<file path="src/rtl/nbp_pkg.sv">
package nbp_pkg;
  typedef enum logic [3:0] {
    S_IDLE, S_UNL1, S_UNL2, S_BCMD, S_BCNT, S_LOAD, S_CONF, S_WAIT,
    S_POLL, S_RECHK, S_ABT1, S_ABT2, S_ABT3, S_RST1, S_DONE
  } nbp_state_e;

  localparam logic [1:0] ST_OK     = 2'd0;
  localparam logic [1:0] ST_BADCNT = 2'd1;
  localparam logic [1:0] ST_FAIL   = 2'd2;
  localparam logic [1:0] ST_ABORT  = 2'd3;

  localparam logic [7:0] CMD_UNLK1   = 8'hAA;
  localparam logic [7:0] CMD_UNLK2   = 8'h55;
  localparam logic [7:0] CMD_LOADBUF = 8'h25;
  localparam logic [7:0] CMD_CONFIRM = 8'h29;
  localparam logic [7:0] CMD_RESET   = 8'hF0;
endpackage

</file>
<file path="src/rtl/nbp_timer.sv">
module nbp_timer #(
  parameter int WAIT_CYC    = 8,
  parameter int TIMEOUT_CYC = 64
) (
  input  logic clk,
  input  logic rst_n,
  input  logic in_wait,
  input  logic in_poll,
  output logic wait_done,
  output logic tmo_hit
);
  localparam int WW = $clog2(WAIT_CYC + 1);
  localparam int TW = $clog2(TIMEOUT_CYC + 1);

  logic [WW-1:0] wait_q, wait_d;
  logic [TW-1:0] tmo_q, tmo_d;

  assign wait_done = in_wait && (wait_q == WW'(WAIT_CYC - 1));
  assign tmo_hit   = (tmo_q == TW'(TIMEOUT_CYC));

  always_comb begin
    wait_d = in_wait ? wait_q + WW'(1) : '0;
    if (!in_poll)     tmo_d = '0;
    else if (tmo_hit) tmo_d = tmo_q;
    else              tmo_d = tmo_q + TW'(1);
  end

  always_ff @(posedge clk or negedge rst_n) begin
    if (!rst_n) begin
      wait_q <= '0;
      tmo_q  <= '0;
    end else begin
      wait_q <= wait_d;
      tmo_q  <= tmo_d;
    end
  end
endmodule

</file>
<file path="src/rtl/nbp_dpath.sv">
module nbp_dpath
  import nbp_pkg::*;
#(
  parameter int AW         = 24,
  parameter int DW         = 16,
  parameter int CW         = 6,
  parameter int BUF_WORDS  = 16,
  parameter int UNLK_OFS_A = 'hAAA,
  parameter int UNLK_OFS_B = 'h555
) (
  input  logic            clk,
  input  logic            rst_n,
  input  nbp_state_e      state,
  input  logic            start,
  input  logic [AW-1:0]   base_addr,
  input  logic [AW-1:0]   tgt_addr,
  input  logic [CW-1:0]   word_cnt,
  input  logic [DW-1:0]   wr_data,
  input  logic            wr_valid,
  input  logic            bus_ack,
  input  logic [DW-1:0]   bus_rdata,
  output logic            cnt_ok,
  output logic            last_word,
  output logic            rd_match,
  output logic            rd_flag,
  output logic            rd_abort,
  output logic            bus_req,
  output logic            bus_we,
  output logic [AW-1:0]   bus_addr,
  output logic [DW-1:0]   bus_wdata,
  output logic            wr_ready
);
  logic [AW-1:0] base_q, tgt_q, last_addr;
  logic [CW-1:0] cnt_q, idx_q;
  logic          d7_q;
  logic          cap_en, load_take;
  logic          unused_rd;

  assign cap_en    = (state == S_IDLE) && start;
  assign load_take = (state == S_LOAD) && bus_ack;

  assign cnt_ok    = (word_cnt != '0) && (word_cnt <= CW'(BUF_WORDS));
  assign last_word = (idx_q == cnt_q - CW'(1));
  assign last_addr = tgt_q + AW'(cnt_q) - AW'(1);

  assign rd_match  = (bus_rdata[7] == d7_q);
  assign rd_flag   = bus_rdata[5] | bus_rdata[1];
  assign rd_abort  = bus_rdata[1];
  assign unused_rd = ^{bus_rdata[DW-1:8], bus_rdata[6], bus_rdata[4:2], bus_rdata[0]};

  always_ff @(posedge clk or negedge rst_n) begin
    if (!rst_n) begin
      base_q <= '0;
      tgt_q  <= '0;
      cnt_q  <= '0;
    end else if (cap_en) begin
      base_q <= base_addr;
      tgt_q  <= tgt_addr;
      cnt_q  <= word_cnt;
    end
  end

  always_ff @(posedge clk or negedge rst_n) begin
    if (!rst_n) begin
      idx_q <= '0;
      d7_q  <= 1'b0;
    end else if (cap_en) begin
      idx_q <= '0;
    end else if (load_take) begin
      idx_q <= idx_q + CW'(1);
      d7_q  <= wr_data[7];
    end
  end

  always_comb begin
    bus_req   = 1'b0;
    bus_we    = 1'b1;
    bus_addr  = base_q;
    bus_wdata = '0;
    wr_ready  = 1'b0;
    case (state)
      S_UNL1, S_ABT1: begin
        bus_req = 1'b1; bus_addr = base_q + AW'(UNLK_OFS_A); bus_wdata = DW'(CMD_UNLK1);
      end
      S_UNL2, S_ABT2: begin
        bus_req = 1'b1; bus_addr = base_q + AW'(UNLK_OFS_B); bus_wdata = DW'(CMD_UNLK2);
      end
      S_BCMD: begin
        bus_req = 1'b1; bus_addr = tgt_q; bus_wdata = DW'(CMD_LOADBUF);
      end
      S_BCNT: begin
        bus_req = 1'b1; bus_addr = tgt_q; bus_wdata = DW'(cnt_q - CW'(1));
      end
      S_LOAD: begin
        bus_req   = wr_valid;
        bus_addr  = tgt_q + AW'(idx_q);
        bus_wdata = wr_data;
        wr_ready  = bus_ack;
      end
      S_CONF: begin
        bus_req = 1'b1; bus_addr = tgt_q; bus_wdata = DW'(CMD_CONFIRM);
      end
      S_POLL, S_RECHK: begin
        bus_req = 1'b1; bus_we = 1'b0; bus_addr = last_addr;
      end
      S_ABT3: begin
        bus_req = 1'b1; bus_addr = base_q + AW'(UNLK_OFS_A); bus_wdata = DW'(CMD_RESET);
      end
      S_RST1: begin
        bus_req = 1'b1; bus_addr = base_q; bus_wdata = DW'(CMD_RESET);
      end
      default: ;
    endcase
  end
endmodule

</file>
<file path="src/rtl/nbp_ctrl.sv">
module nbp_ctrl
  import nbp_pkg::*;
(
  input  logic       clk,
  input  logic       rst_n,
  input  logic       start,
  input  logic       cnt_ok,
  input  logic       bus_ack,
  input  logic       last_word,
  input  logic       wait_done,
  input  logic       tmo_hit,
  input  logic       rd_match,
  input  logic       rd_flag,
  input  logic       rd_abort,
  output nbp_state_e state_q,
  output logic [1:0] status_q
);
  nbp_state_e state_d;
  logic [1:0] status_d;

  always_comb begin
    state_d  = state_q;
    status_d = status_q;
    case (state_q)
      S_IDLE: if (start) begin
        if (cnt_ok) begin state_d = S_UNL1; status_d = ST_OK; end
        else        begin state_d = S_DONE; status_d = ST_BADCNT; end
      end
      S_UNL1: if (bus_ack) state_d = S_UNL2;
      S_UNL2: if (bus_ack) state_d = S_BCMD;
      S_BCMD: if (bus_ack) state_d = S_BCNT;
      S_BCNT: if (bus_ack) state_d = S_LOAD;
      S_LOAD: if (bus_ack && last_word) state_d = S_CONF;
      S_CONF: if (bus_ack) state_d = S_WAIT;
      S_WAIT: if (wait_done) state_d = S_POLL;
      S_POLL: if (bus_ack) begin
        if (rd_match)     begin state_d = S_DONE; status_d = ST_OK; end
        else if (rd_flag) state_d = S_RECHK;
        else if (tmo_hit) begin state_d = S_RST1; status_d = ST_FAIL; end
      end
      S_RECHK: if (bus_ack) begin
        if (rd_match)      begin state_d = S_DONE; status_d = ST_OK; end
        else if (rd_abort) begin state_d = S_ABT1; status_d = ST_ABORT; end
        else               begin state_d = S_RST1; status_d = ST_FAIL; end
      end
      S_ABT1: if (bus_ack) state_d = S_ABT2;
      S_ABT2: if (bus_ack) state_d = S_ABT3;
      S_ABT3: if (bus_ack) state_d = S_DONE;
      S_RST1: if (bus_ack) state_d = S_DONE;
      S_DONE: state_d = S_IDLE;
      default: state_d = S_IDLE;
    endcase
  end

  always_ff @(posedge clk or negedge rst_n) begin
    if (!rst_n) begin
      state_q  <= S_IDLE;
      status_q <= ST_OK;
    end else begin
      state_q  <= state_d;
      status_q <= status_d;
    end
  end
endmodule

</file>
<file path="src/rtl/nor_bufprog_engine.sv">
module nor_bufprog_engine
  import nbp_pkg::*;
#(
  parameter int AW          = 24,
  parameter int DW          = 16,
  parameter int CW          = 6,
  parameter int BUF_WORDS   = 16,
  parameter int WAIT_CYC    = 8,
  parameter int TIMEOUT_CYC = 64
) (
  input  logic          clk,
  input  logic          rst_n,
  input  logic          start,
  input  logic [AW-1:0] base_addr,
  input  logic [AW-1:0] tgt_addr,
  input  logic [CW-1:0] word_cnt,
  input  logic [DW-1:0] wr_data,
  input  logic          wr_valid,
  output logic          wr_ready,
  output logic          bus_req,
  output logic          bus_we,
  output logic [AW-1:0] bus_addr,
  output logic [DW-1:0] bus_wdata,
  input  logic          bus_ack,
  input  logic [DW-1:0] bus_rdata,
  output logic          busy,
  output logic          done,
  output logic [1:0]    status
);
  nbp_state_e state;
  logic cnt_ok, last_word, rd_match, rd_flag, rd_abort, wait_done, tmo_hit;

  assign busy = (state != S_IDLE);
  assign done = (state == S_DONE);

  nbp_ctrl u_ctrl (
    .clk, .rst_n, .start, .cnt_ok, .bus_ack, .last_word, .wait_done,
    .tmo_hit, .rd_match, .rd_flag, .rd_abort,
    .state_q(state), .status_q(status)
  );

  nbp_dpath #(.AW(AW), .DW(DW), .CW(CW), .BUF_WORDS(BUF_WORDS)) u_dpath (
    .clk, .rst_n, .state, .start, .base_addr, .tgt_addr, .word_cnt,
    .wr_data, .wr_valid, .bus_ack, .bus_rdata, .cnt_ok, .last_word,
    .rd_match, .rd_flag, .rd_abort, .bus_req, .bus_we, .bus_addr,
    .bus_wdata, .wr_ready
  );

  nbp_timer #(.WAIT_CYC(WAIT_CYC), .TIMEOUT_CYC(TIMEOUT_CYC)) u_timer (
    .clk, .rst_n,
    .in_wait(state == S_WAIT),
    .in_poll((state == S_POLL) || (state == S_RECHK)),
    .wait_done, .tmo_hit
  );
endmodule

</file>
<file path="config.mk">
export PLATFORM = sky130hd
export DESIGN_NAME = nor_bufprog_engine
export DESIGN_NICKNAME = d
export VERILOG_FILES = /design/src/rtl/nbp_pkg.sv /design/src/rtl/nbp_timer.sv /design/src/rtl/nbp_dpath.sv /design/src/rtl/nbp_ctrl.sv /design/src/rtl/nor_bufprog_engine.sv
export SDC_FILE = /design/constraint.sdc
export NUM_CORES = 1
export LEC_CHECK = 0
export ABC_AREA = 0
export BUFFER_PORTS_ARGS = -buffer_cell sky130_fd_sc_hd__buf_2
export CELL_PAD_IN_SITES_DETAIL_PLACEMENT = 1
export CELL_PAD_IN_SITES_GLOBAL_PLACEMENT = 1
export CORE_MARGIN = 4
export CORE_UTILIZATION = 42
export CTS_BUF_LIST = sky130_fd_sc_hd__clkbuf_8
export CTS_CLUSTER_SIZE = 14
export DETAILED_ROUTE_END_ITERATION = 7
export PLACE_DENSITY = 0.81
export SETUP_SLACK_MARGIN = 0.05
export SLEW_MARGIN = 20
export SYNTH_ARGS = -nofsm -noshare
export SYNTH_HDL_FRONTEND = slang
export SYNTH_SLANG_ARGS = --single-unit
export TNS_END_PERCENT = 20
</file>
<file path="constraint.sdc">
create_clock -name clk -period 3.26 [get_ports clk]
set_input_delay 0 -clock clk [delete_from_list [all_inputs] [get_ports clk]]
set_output_delay 0 -clock clk [all_outputs]
set_load 0.05 [all_outputs]
</file>
* Word level (Yosys, flattened, before mapping)
Cells that the tools add are included.
** Word-level totals
- Register bits :: 78
- Input port bits :: 91
- Output and inout port bits :: 47
- Word-level logic and storage cells :: 118
** Operators by class
- Add/subtract/negate cells :: 10
- Order comparisons :: 1
- Eq/ne operators :: 35
- Multiplexer cells :: 40
- Bitwise gates (word level) :: 2
- Reduce and logical (&&, ||, !) cells :: 21
** Operators with widths (number)
- case mux 24 bit (5 select lines) :: 1
- case mux 16 bit (7 select lines) :: 1
- 2-to-1 mux 4 bit :: 19
- case mux 4 bit (13 select lines) :: 1
- adder 24 x 6 -> 24 bit :: 2
- equality test 4 bit (second input constant) :: 7
- adder 24 x 11 -> 24 bit (second input constant) :: 1
- adder 24 x 12 -> 24 bit (second input constant) :: 1
- inequality test 2 bit (second input constant) :: 12
- subtractor 24 x 1 -> 24 bit (second input constant) :: 1
- equality test 4 x 3 -> 1 bit (second input constant) :: 5
- 2-to-1 mux 2 bit :: 7
- 2-to-1 mux 7 bit :: 2
- AND reduction 14 bit :: 1
- 2-to-1 mux 6 bit :: 2
- OR reduction 11 bit :: 1
- equality test 4 x 2 -> 1 bit (second input constant) :: 2
- OR reduction 2 bit :: 4
- adder 7 x 1 -> 7 bit (second input constant) :: 1
- equality test 7 bit (second input constant) :: 1
- subtractor 6 x 1 -> 7 bit (second input constant) :: 1
- adder 6 x 1 -> 6 bit (second input constant) :: 1
- equality test 6 bit :: 1
- less-or-equal comparator 6 x 5 -> 1 bit (second input constant) :: 1
- 23 further kinds :: 33

* Depth between registers and ports, before layout
Gate-level depths: netlist (run 1).
- Word-level depth :: 6
- Gate-level depth with buffers :: 14
- Depth with buffers taken out :: 14

* Hierarchy
Synthesis (run 1) repeated with hierarchy kept, for this count alone.
** Unflattened totals
- Cells, all modules :: 1049
- Area, all modules :: 7837.5 um2
** By module, submodules not included
- nbp_dpath :: times used 1, cells each 921, area each 6666.4 um2
- nbp_ctrl :: times used 1, cells each 71, area each 574.3 um2
- nbp_timer :: times used 1, cells each 53, area each 559.3 um2
- nor_bufprog_engine :: times used 1, cells each 4, area each 37.5 um2

* Worst setup path before layout (run 1)
No wires, ideal clock.
- Kind :: register to output
- From :: reg u_dpath.tgt_q[1]
- To :: out bus_addr[21]
- Data arrival time :: 3461 ps
- Data required time :: 3260 ps
- Path slack :: -201 ps
- Stages on the path, launching flop included :: 15
- Cells stage by stage :: dfrtp_1 inv_1 ha_1 inv_1 ha_1 inv_1 fa_1 nor2b_1 o31ai_2 a21oi_1 a2111oi_4 o31ai_2 a31oi_1 xor2_1 o211ai_1
** On the way
- Word-level cells in the longest chain between the ends :: 3
- Elaborated cells on any way between the ends :: 4
- Those cells by class :: 3 x add/sub; 1 x mux
** Ends and longest elaborated chain
- from (decl) :: line nbp_dpath.sv:33 : logic [AW-1:0] base_q, tgt_q, last_addr;
- from (signal assigned) :: line nbp_dpath.sv:58 : tgt_q <= tgt_addr;
- adder 24 x 6 -> 24 bit :: line nbp_dpath.sv:44 : assign last_addr = tgt_q + AW'(cnt_q) - AW'(1);
- subtractor 24 x 1 -> 24 bit :: line nbp_dpath.sv:44
- case mux 24 bit (5 select lines) * :: line nbp_dpath.sv:81 : case (state)
- to (decl) :: line nor_bufprog_engine.sv:22 : output logic [AW-1:0] bus_addr,
Mark *: on every way between the ends. The rest lies on a longest branch, timed or not.

* Worst setup path in the final report (run 1)
- From :: reg u_dpath.cnt_q[1]
- To :: out bus_addr[21]
** On the way
- Word-level cells in the longest chain between the ends :: 3
** Ends and longest elaborated chain
- from (decl) :: line nbp_dpath.sv:34 : logic [CW-1:0] cnt_q, idx_q;
- from (signal assigned) :: line nbp_dpath.sv:59 : cnt_q <= word_cnt;
- adder 24 x 6 -> 24 bit :: line nbp_dpath.sv:44
- subtractor 24 x 1 -> 24 bit :: line nbp_dpath.sv:44
- case mux 24 bit (5 select lines) :: line nbp_dpath.sv:81
Every way passes these cells.

==> summary.md, run 1 <==
| Metric | Value |
|---|---|
| Outcome | `finished, violations left` |
| Failing checks | `setup timing` |
| Max Cap Viol | `0` |
| Vias in the first global route | `around 8,700` |
| Reg2Reg Launch Point | `u_dpath.cnt_q[2]$_DFFE_PN0P_` |
| Global-route wire length before repair | `47,600 um` |
| Worst-Skew Late Latency | `~0.4 ns` |
| Slew headroom | `between 40% and 50%` |
| GPL Wtd Cong | `between 0.9 and 1` |
| GRT Total Usage | `roughly 30%` |
| CP Max Fanout | `3` |
| Synth Cell Area | `between 7000 and 8000 sq um` |
| Register area share after synthesis | `between 20% and 30%` |
| DR vias | `roughly 9,000` |
| Final Hold Fails | `0` |
| Core area | `approximately 17,000 sq um` |
| Critical Path AT | `between 3 and 4 ns` |
| Post-Route WL | `roughly 33,000 um` |
| Crit path top cell by count | `inv_2` |
| Flop2flop setup slack | `~0.43 ns` |
| Max incr delay on CP | `approximately 0.47 ns` |
| Clock-pin slew on the worst setup and hold paths | `~0.09 ns` |
| Die Height | `roughly 140 um` |
| Part of the cycle the worst path needs | `107%` |
| EDFF count, synth | `0` |
| Grt total ovfl | `0` |
| CP endpoint kind | `output port` |
| CP Capture Point | `bus_addr[21]` |
| Slew Viols, Final | `0` |
| Syn Inst Count | `a little over 1,000` |
| Initial antenna violation count | `0` |
| Clock Skew | `around 0.019 ns` |
| CTS sink count | `between 70 and 80` |
| Area grow syn2layout | `32.7%` |
| ANT cells | `0` |
| PortBufs | `between 100 and 150` |
| Critical path type | `reg2out` |
| CP Launch Type | `register` |
| Worst path slowest cell | `a2111oi_4` |
| Initial DRC Count | `roughly 940` |
| Setup TNS | `-0.677 ns` |
| DIE AREA | `20,200 sq um` |
| Critical path required time | `between 3 and 4 ns` |
| Peak Freq | `288 MHz` |
| Largest net degree at the start of global routing | `79` |
| Fillers | `~2,200` |
| Wirelength per Cell | `~22 um` |
| Initial core utilization | `approximately 43%` |
| Yosys reg bits | `between 70 and 80` |
| First-pass DRT Iterations | `6` |
| H-tree levels | `3` |
| Setup violators final | `9` |
| Layout cells sized above 1 | `a little under a quarter` |
| # DRC | `0` |
| RSZ-0062 raised after global routing | `yes` |
| Clock Tree Root | `clkbuf_8` |
| Cts bufs inserted | `9` |
| Worst-path cell chain | `inv_2 > ha_4 > inv_2 > ha_4 > inv_2 > fa_2 > nor2b_4 > o31ai_4 > a21oi_4 > a2111oi_4 > o31ai_4 > a31oi_1 > xor2_1 > o211ai_1 > buf_4` |
| Final worst slack | `-0.218 ns` |
| Core Rows | `48` |
| Nets@finish | `approximately 1,400` |
| ANT nets after route | `0` |
| Sequential cell area | `1960 sq um` |
| Hold WC Path Type | `in2reg` |
| CP delay by family, top | `compound AO/OA/AOI/OAI gates` |
| Post-detail-place hpwl | `between 20,000 and 25,000 um` |
| CP Launch Point | `u_dpath.cnt_q[1]$_DFFE_PN0P_` |
| Die extent in x | `roughly 140 um` |
| IO Pins | `138` |
| R2R Path End | `u_ctrl.state_q[1]$_DFFE_PN0P_` |
| Worst slew pin tran | `0.761 ns` |
| Mapped Avg Cell Area | `7.36 sq um` |
| Mapped Nets | `between 1,000 and 1,500` |
| CTS tree | `built` |
| Routed vias/inst | `~6.2` |
| Synth warn | `0` |
| R2R depth | `10` |
| Most used flip-flop cell after synthesis | `dfrtp_1` |
| Multi-input gate area | `5480 sq um` |
| Final min period | `between 3 and 4 ns` |
| Async SR Flop Fraction | `100%` |
| WP depth | `15` |
| Max clock buf depth | `2` |
| Yosys cell types | `70` |
| Buf+Inv Stages, Crit Path | `4` |
[worst register-to-register path, stage by stage (launching register included)]
cell     delay (ns)
dfrtp_1        0.44
buf_4          0.15
buf_4          0.14
or4_4          0.55
nor2_2         0.11
xnor2_1        0.23
xor2_1         0.15
nor3_2         0.29
o21ai_2        0.16
a311o_1        0.35
a21oi_1        0.16
[routing by layer]
layer | track usage [%] | wire [um] | up-vias
met1 | 40.3 | 14100 | 4461
met4 | 8.48 | 942 | 0
li1 | - | - | 4043
met2 | 47.6 | 15300 | 421
met3 | 4.70 | 2210 | 84
met5 | 0 | 0 | -
[area by class of cell]
type,count,share of cell area (%)
Multi-Input combinational cell,824,54.7
Sequential cell,78,19.6
Timing Repair Buffer,256,18.3
Tap cell,225,2.81
Inverter,63,2.38
Clock buffer,10,1.37
Clock inverter,6,0.923
[cell usage in the layout, fill, tap and decap left out, types with 6 or more instances in the layout]
cell	synthesis	final
o211ai_1	15	15
a211oi_1	12	8
and3_1	11	10
a21o_1	9	9
nand2_1	175	175
ha_1	58	45
nor2_1	79	74
dfrtp_2	0	9
inv_2	1	13
o221ai_1	8	8
ha_4	0	11
xnor2_1	38	36
dfrtp_1	78	69
o21ai_1	2	10
inv_1	62	49
o22ai_1	15	15
nand3_1	36	36
a21oi_1	68	66
buf_4	1	79
clkbuf_8	0	10
buf_2	9	110
nor2b_1	12	10
buf_6	0	9
o21bai_1	6	6
dlygate4sd3_1	0	57
nor3_1	18	17
nand4_1	11	11
nand2b_1	13	12
a221oi_1	11	11
xor2_1	26	25
o21ai_0	95	84
o21a_1	6	6
a31oi_1	10	10
[through the flow]
step	setup slack, ns	area, sq um	hold WS (ns)	util (%)	instances
2_1_floorplan	-0.0433	7570	-0.296	-	1027
3_3_place_gp	0.0804	8620	0.189	49.3	1365
3_5_place_dp	0.00332	8620	0.198	49.3	1365
4_1_cts	-0.0149	9770	0.0100	55.9	1454
5_1_grt	-0.318	10000	0.0546	57.4	1462
6_report	-0.218	10000	0.0260	57.4	1462
[synthesized netlist by cell type (all sizes together), types with 4 or more instances]
master,instances,area (sq um)
nand2,175,657
o21ai,98,494
nor2,80,303
dfrtp,78,1950
a21oi,68,340
inv,63,236
ha,58,726
clkbuf,40,150
xnor2,38,333
nand3,36,180
xor2,26,228
buf,22,97.6
nor3,19,100
o211ai,15,113
o22ai,15,93.8
a211oi,13,103
nand2b,13,81.3
nor2b,12,75.1
a221oi,11,96.3
and3,11,68.8
nand4,11,68.8
a31oi,10,62.6
a21o,9,67.6
o221ai,8,70.1
o21a,6,45.0
o21bai,6,45.0
o31ai,6,55.1
a2111oi,5,62.6
a21boi,5,37.5
a221o,5,50.1
a22oi,5,37.5
or2,5,31.3
and2,4,25.0
nor4,4,25.0
o2111ai,4,35.0
[sequential cells by signal, summed over array words and instances, names as in the netlist]
signal / cells
u_ctrl.state_q: 4
u_ctrl.status_q: 2
u_dpath.base_q: 24
u_dpath.cnt_q: 6
u_dpath.d7_q: 1
u_dpath.idx_q: 6
u_dpath.tgt_q: 24
u_timer.tmo_q: 7
u_timer.wait_q: 4
[cell families after synthesis]
logic type,synth area share [%]
compound gates,26.8
mux,0.546
buf+inv,6.40
xor+xnor,7.41
fa+ha+maj,10.1
flops,25.8
simple gates,22.9
[worst min-delay path by stage]
stage,start,endpoint,slack [ns],depth (start not counted)
final,bus_rdata[7],u_ctrl.status_q[1]$_DFFE_PN0P_,0.03,4
after global routing,bus_rdata[7],u_ctrl.status_q[1]$_DFFE_PN0P_,0.05,4
after CTS,bus_rdata[7],u_ctrl.status_q[1]$_DFFE_PN0P_,0.01,4
after detailed placement,base_addr[23],u_dpath.base_q[23]$_DFFE_PN0P_,0.20,3
after global placement,base_addr[23],u_dpath.base_q[23]$_DFFE_PN0P_,0.19,3
after floorplan,rst_n,u_ctrl.state_q[0]$_DFFE_PN0P_,-0.30,0
[what timing repair did]
action / 4_1_cts / 5_1_grt
pin swaps: 27 / 17
hold buffers: 57 / 0
cloned: 0 / 0
endpoints found under the hold margin: 134 / 0
endpoints found under the setup margin: 16 / 17
setup buffers: 16 / 9
resized for setup: 58 / 51
Power of run 1 is left out: the tool's default activity adds up to more than one toggle a clock period on the data nets, which glitch-free logic cannot reach.
==> run 2: changes to the inputs <==
SETUP_SLACK_MARGIN = 0.15   (was 0.05)
==> run 2 against run 1 <==
The run still ends with setup timing left. Critical path depth down 5. Via count up 1.5%. Count of clock-buffer cells in the layout stayed put. Maximum frequency is essentially flat. Clock skew grew 0.0020 ns. Final cell count up 0.14%. Cell area grew 1.1%. Register-to-register slack lost 0.07 ns. Global-route usage is 0.11 points higher. Non-clock buffer count is 2 higher. Critical path type unchanged. Critical endpoint is now bus_addr[23]. Largest cell class unchanged.
==> summary.md, run 2 (synthesis results as in run 1) <==
| Metric | Value |
|---|---|
| Worst-Skew Late Latency | `0.40 ns (about the same)` |
| Area grow syn2layout | `34.1% (was 32.7%)` |
| Vias in the first global route | `8,720 (was 8,725)` |
| Post-detail-place hpwl | `20,700 um (unchanged)` |
| H-tree levels | `3 (unchanged)` |
| Critical path required time | `3.26 ns (about the same)` |
| CP Max Fanout | `6 (was 3)` |
| Outcome | `finished, violations left (unchanged)` |
| Final min period | `3.48 ns (about the same)` |
| Critical Path AT | `3.48 ns (about the same)` |
| Most frequent cells in the layout | `nand2_1 (174), buf_2 (107), o21ai_0 (84), buf_4 (82), nor2_1 (74) (was nand2_1 (175), buf_2 (110), o21ai_0 (84), buf_4 (79), nor2_1 (74))` |
| Hold Startpoint | `bus_rdata[7] (unchanged)` |
| Slew Viols, Final | `0 (unchanged)` |
| Wirelength per Cell | `22.4 um (was 22.3 um)` |
| Clock Tree Root | `clkbuf_8 (unchanged)` |
| GRT Total Usage | `29.4% (was 29.3%)` |
| Largest regs | `u_dpath.base_q (24), u_dpath.tgt_q (24), u_timer.tmo_q (7) (unchanged)` |
| ANT nets after route | `0 (unchanged)` |
| Grt total ovfl | `0 (unchanged)` |
| ANT cells | `0 (unchanged)` |
| Hold WC Path Type | `in2reg (unchanged)` |
| Critical path type | `reg2out (unchanged)` |
| Global-route wire length before repair | `47,800 um (was 47,600 um)` |
| Slew headroom | `48.7% (was 48.9%)` |
| PortBufs | `124 (unchanged)` |
| CP Launch Type | `register (unchanged)` |
| GPL Wtd Cong | `0.908 (unchanged)` |
| Max incr delay on CP | `0.48 ns (was 0.47 ns)` |
| R2R depth | `10 (unchanged)` |
| Max clock buf depth | `2 (unchanged)` |
| Max Cap Viol | `0 (unchanged)` |
| Post-Route WL | `32,800 um (was 32,600 um)` |
| Reg2Reg Launch Point | `u_dpath.cnt_q[0]$_DFFE_PN0P_ (was u_dpath.cnt_q[2]$_DFFE_PN0P_)` |
| Largest net degree at the start of global routing | `79 (unchanged)` |
| Setup TNS | `-1.07 ns (was -0.677 ns)` |
| # DRC | `0 (unchanged)` |
| Peak Freq | `288 MHz (about the same)` |
| Die Height | `142 um (unchanged)` |
| Initial core utilization | `43.3% (unchanged)` |
| DIE AREA | `20,200 sq um (unchanged)` |
| Cts bufs inserted | `9 (unchanged)` |
| Most common cell after layout, fill and taps aside | `nand2_1 (unchanged)` |
| Core area | `17,500 sq um (unchanged)` |
| Flop2flop setup slack | `0.36 ns (was 0.43 ns)` |
| CP endpoint kind | `output port (unchanged)` |
| Routed vias/inst | `6.24 (was 6.16)` |
| Setup violators final | `10 (was 9)` |
| Worst-path cell chain | `ha_1 > a21oi_1 > o21ai_0 > and3_1 > a2111oi_4 > o31ai_4 > a211oi_2 > xnor2_1 > o21ai_1 > buf_6 (was inv_2 > ha_4 > inv_2 > ha_4 > inv_2 > fa_2 > nor2b_4 > o31ai_4 > a21oi_4 > a2111oi_4 > o31ai_4 > a31oi_1 > xor2_1 > o211ai_1 > buf_4)` |
| Nets@finish | `1,385 (was 1,383)` |
| Failing checks | `setup timing (unchanged)` |
| Final Hold Fails | `0 (unchanged)` |
| Hold Crit Depth | `4 (unchanged)` |
| DR vias | `9,140 (was 9,009)` |
| Initial antenna violation count | `0 (unchanged)` |
| Core Rows | `48 (unchanged)` |
| First-pass DRT Iterations | `5 (was 6)` |
| Hold endpoint | `u_ctrl.status_q[1]$_DFFE_PN0P_ (unchanged)` |
| Layout cells sized above 1 | `25.3% (was 23.9%)` |
| Worst path slowest cell | `dfrtp_2 (was a2111oi_4)` |
| R2R Path End | `u_ctrl.state_q[1]$_DFFE_PN0P_ (unchanged)` |
| Utilization after layout | `58.0% (was 57.4%)` |
| Part of the cycle the worst path needs | `107% (about the same)` |
| RSZ-0062 raised after global routing | `yes (unchanged)` |
| IO Pins | `138 (unchanged)` |
| Final cell count without fillers | `1,464 (was 1,462)` |
| Final worst slack | `-0.216 ns (was -0.218 ns)` |
| Setup WS pre-CTS | `0.00332 ns (unchanged)` |
| Initial DRC Count | `916 (was 941)` |
| Die extent in x | `142 um (unchanged)` |
| Clock Skew | `0.0214 ns (was 0.0194 ns)` |
| Worst slew pin tran | `0.770 ns (was 0.761 ns)` |
| CTS sink count | `78 (unchanged)` |
| DP Cell Count | `1,365 (unchanged)` |
| Clock-pin slew on the worst setup and hold paths | `0.11 ns (was 0.09 ns)` |
| CTS tree | `built (unchanged)` |
## run 2: changes by cell type in the layout (fill, tap and decap cells not counted), moves of 3 or more
| cell | before | now |
|---|---|---|
| buf_4 | 79 | 82 |
| inv_2 | 13 | 17 |
| inv_1 | 49 | 46 |
| nand3_1 | 36 | 33 |
| o21ai_2 | 2 | 7 |
| o21ai_1 | 10 | 7 |
| nand3_2 | 0 | 3 |
| buf_2 | 110 | 107 |
## run 2: per-stage QoR
step | instance area [sq um] | hold slack, ns
floorplan | 7570 | -0.296
global placement | 8620 | 0.189
detailed placement | 8620 | 0.198
CTS | 9850 | 0.0100
global route | 10100 | 0.0503
finish | 10100 | 0.0245
## run 2: worst max-delay path by stage
stage | from | to | slack [ns] | cells past startpoint
finish | u_dpath.tgt_q[11]$_DFFE_PN0P_ | bus_addr[23] | -0.22 | 10
global route | u_dpath.tgt_q[9]$_DFFE_PN0P_ | bus_addr[21] | -0.28 | 10
CTS | u_dpath.tgt_q[1]$_DFFE_PN0P_ | bus_addr[21] | -0.01 | 15
detailed placement | u_dpath.tgt_q[3]$_DFFE_PN0P_ | bus_addr[22] | 0.003 | 14
global placement | u_dpath.tgt_q[3]$_DFFE_PN0P_ | bus_addr[22] | 0.08 | 14
floorplan | u_dpath.cnt_q[1]$_DFFE_PN0P_ | bus_addr[21] | -0.04 | 14
## run 2: metal layers
layer	up-vias	wire length (um)	global-route usage, %
met5	-	0	0
met2	485	15100	47.3
li1	4047	-	-
met4	0	1190	8.79
met3	111	2310	4.20
met1	4497	14200	41.1
## run 2: cell type report
cell class                 count  area (sq um)
timing repair buffer         258          1860
clock buffer                  10           138
inverter                      63           236
multi-input combinational    824          5570
tap                          225           282
fill                        2157          7340
clock inverter                 6          92.6
sequential                    78          1960
## run 2: worst max-delay path: cells and delay by family, from the launching register on
family                     cells  cell delay (ns)
and+or+nand+nor                1             0.25
buffers and inverters          1             0.19
AOI/OAI and AO/OA              6             1.56
xor gates and xnor gates       1             0.13
DFF                            1             0.48
adders and majority gates      1             0.46
## run 2: what timing repair did
item | CTS | global route
gates resized for setup | 83 | 47
hold endpoints to repair | 134 | 0
buffers inserted | 16 | 10
pin swaps | 44 | 37
hold buffers | 57 | 0
setup endpoints to repair | 17 | 27
Power of run 2 is left out for the same reason.
==> run 3: changes to the inputs <==
SKIP_LAST_GASP = 1   (was default)
==> run 3 against run 2 <==
The flow still finishes with violations (setup timing). Maximum frequency grew 1.3%. Register-to-register slack gained 0.04 ns. Flip-flop and latch count is the same. Clock skew shrank 0.00064 ns. Wire length shrank 2.1%. Non-clock buffer count is the same.
==> summary.md, run 3 (synthesis results as in run 1) <==
| Metric | Value |
|---|---|
| Outcome | `finished, violations left (unchanged)` |
| Failing checks | `setup timing (unchanged)` |
| Initial core utilization | `43.3% (unchanged)` |
| Post-detail-place hpwl | `20,700 um (unchanged)` |
| Post-route cell area | `10,000 sq um (was 10,100 sq um)` |
| Core Rows | `48 (unchanged)` |
| DP Area | `8620 sq um (unchanged)` |
| GRT Total Usage | `29.2% (was 29.4%)` |
| Slew Viols, Final | `0 (unchanged)` |
| R2R depth | `10 (unchanged)` |
| DIE AREA | `20,200 sq um (unchanged)` |
| Post-Route WL | `32,100 um (was 32,800 um)` |
| Hold Crit Depth | `4 (unchanged)` |
| Part of the cycle the worst path needs | `105% (was 107%)` |
| First-pass DRT Iterations | `7 (was 5)` |
| Global-route wire length before repair | `47,400 um (was 47,800 um)` |
| Routed vias/inst | `6.16 (was 6.24)` |
| Hold Startpoint | `bus_rdata[7] (unchanged)` |
| Max clock buf depth | `2 (unchanged)` |
| Clock-pin slew on the worst setup and hold paths | `0.10 ns (was 0.11 ns)` |
| CP endpoint kind | `output port (unchanged)` |
| ANT cells | `0 (unchanged)` |
| Die Height | `142 um (unchanged)` |
| Core area | `17,500 sq um (unchanged)` |
| Worst-path cell chain | `inv_2 > ha_4 > inv_2 > ha_4 > inv_2 > fa_2 > nor2b_4 > o31ai_4 > a21oi_4 > a2111oi_4 > o31ai_4 > a31oi_2 > xor2_1 > o211ai_1 > buf_4 (was ha_1 > a21oi_1 > o21ai_0 > and3_1 > a2111oi_4 > o31ai_4 > a211oi_2 > xnor2_1 > o21ai_1 > buf_6)` |
| Max incr delay on CP | `0.47 ns (was 0.48 ns)` |
| RSZ-0062 raised after global routing | `yes (unchanged)` |
| Clock Tree Root | `clkbuf_8 (unchanged)` |
| Die extent in x | `142 um (unchanged)` |
| Largest regs | `u_dpath.base_q (24), u_dpath.tgt_q (24), u_timer.tmo_q (7) (unchanged)` |
| Worst-Skew Late Latency | `0.40 ns (about the same)` |
| Final min period | `3.43 ns (was 3.48 ns)` |
| Reg2Reg Launch Point | `u_dpath.cnt_q[2]$_DFFE_PN0P_ (was u_dpath.cnt_q[0]$_DFFE_PN0P_)` |
| Wirelength per Cell | `21.9 um (was 22.4 um)` |
| Max Cap Viol | `0 (unchanged)` |
| Largest net degree at the start of global routing | `79 (unchanged)` |
| R2R Path End | `u_ctrl.state_q[1]$_DFFE_PN0P_ (unchanged)` |
| Vias in the first global route | `8,760 (was 8,720)` |
| Slew headroom | `47.6% (was 48.7%)` |
| Flop2flop setup slack | `0.40 ns (was 0.36 ns)` |
| Initial antenna violation count | `0 (unchanged)` |
| CP Max Fanout | `3 (was 6)` |
| Most frequent cells in the layout | `nand2_1 (175), buf_2 (112), o21ai_0 (87), buf_4 (83), nor2_1 (74) (was nand2_1 (174), buf_2 (107), o21ai_0 (84), buf_4 (82), nor2_1 (74))` |
| # DRC | `0 (unchanged)` |
| CTS sink count | `78 (unchanged)` |
| Crit path top cell by count | `inv_2` |
| Worst path slowest cell | `a2111oi_4 (was dfrtp_2)` |
| Final Hold Fails | `0 (unchanged)` |
| Hold WC Path Type | `in2reg (unchanged)` |
| Grt total ovfl | `0 (unchanged)` |
| CP Launch Type | `register (unchanged)` |
| Nets@finish | `1,385 (unchanged)` |
| IO Pins | `138 (unchanged)` |
| Setup WS pre-CTS | `0.00332 ns (unchanged)` |
| Fillers | `2,164 (was 2,157)` |
| Final worst slack | `-0.170 ns (was -0.216 ns)` |
| Critical Path AT | `3.43 ns (was 3.48 ns)` |
| H-tree levels | `3 (unchanged)` |
| CTS tree | `built (unchanged)` |
| Clock Skew | `0.0208 ns (was 0.0214 ns)` |
| Critical path required time | `3.26 ns (about the same)` |
| Most common cell after layout, fill and taps aside | `nand2_1 (unchanged)` |
| Initial DRC Count | `996 (was 916)` |
| Hold endpoint | `u_ctrl.status_q[1]$_DFFE_PN0P_ (unchanged)` |
| GPL Wtd Cong | `0.908 (unchanged)` |
| Cts bufs inserted | `9 (unchanged)` |
| ANT nets after route | `0 (unchanged)` |
| Peak Freq | `292 MHz (was 288 MHz)` |
| Setup violators final | `10 (unchanged)` |
| Area grow syn2layout | `32.9% (was 34.1%)` |
| DR vias | `9,011 (was 9,140)` |
| Worst hold slack | `0.0275 ns (was 0.0245 ns)` |
| Critical path type | `reg2out (unchanged)` |
| Worst slew pin tran | `0.786 ns (was 0.770 ns)` |
| Layout cells sized above 1 | `24.6% (was 25.3%)` |
| PortBufs | `124 (unchanged)` |
| Utilization after layout | `57.5% (was 58.0%)` |
run 3: layout make-up:
type	instances	area, sq um	share of cell area (%)
multi-input cells	824	5500	54.7
inverters	63	236	2.35
clock inverters	6	92.6	0.922
clock buffers	10	138	1.37
well taps	225	282	2.80
flip-flops and latches	78	1970	19.6
repair buffers	258	1830	18.2
run 3: critical path: cells and delay by family, from the launching register on:
family | cells | cell delay [ns]
adders and majority gates | 3 | 0.69
xor gates and xnor gates | 1 | 0.10
and+or+nand+nor | 1 | 0.06
DFF | 1 | 0.39
buffers and inverters | 4 | 0.40
AOI/OAI and AO/OA | 6 | 1.40
run 3: per-stage QoR:
step | setup TNS (ns) | std cells
after floorplan | -0.0433 | 1027
after global placement | 0 | 1365
after detailed placement | 0 | 1365
after CTS | -0.0234 | 1454
after global routing | -2.46 | 1464
final | -0.960 | 1464
run 3: metal layers:
layer | track usage, % | share of wire [%]
met1 | 39.7 | 42
met2 | 47.2 | 46
met3 | 5.11 | 8.3
met4 | 9.39 | 3.3
met5 | 0 | 0
run 3: timing repair:
| item | in CTS | in global routing |
|---|---|---|
| endpoints found under the hold margin | 134 | 0 |
| buffers inserted | 16 | 10 |
| hold buffers | 57 | 0 |
| setup endpoints to repair | 17 | 28 |
| pin swaps | 27 | 18 |
| resized for setup | 47 | 62 |
run 3: worst max-delay path by stage:
stage | startpoint | slack, ns | to
CTS | u_dpath.tgt_q[1]$_DFFE_PN0P_ | -0.01 | bus_addr[21]
finish | u_dpath.cnt_q[1]$_DFFE_PN0P_ | -0.17 | bus_addr[21]
global placement | u_dpath.tgt_q[3]$_DFFE_PN0P_ | 0.08 | bus_addr[22]
floorplan | u_dpath.cnt_q[1]$_DFFE_PN0P_ | -0.04 | bus_addr[21]
global route | u_dpath.tgt_q[3]$_DFFE_PN0P_ | -0.39 | bus_addr[6]
detailed placement | u_dpath.tgt_q[3]$_DFFE_PN0P_ | 0.003 | bus_addr[22]
Power of run 3 is left out for the same reason.
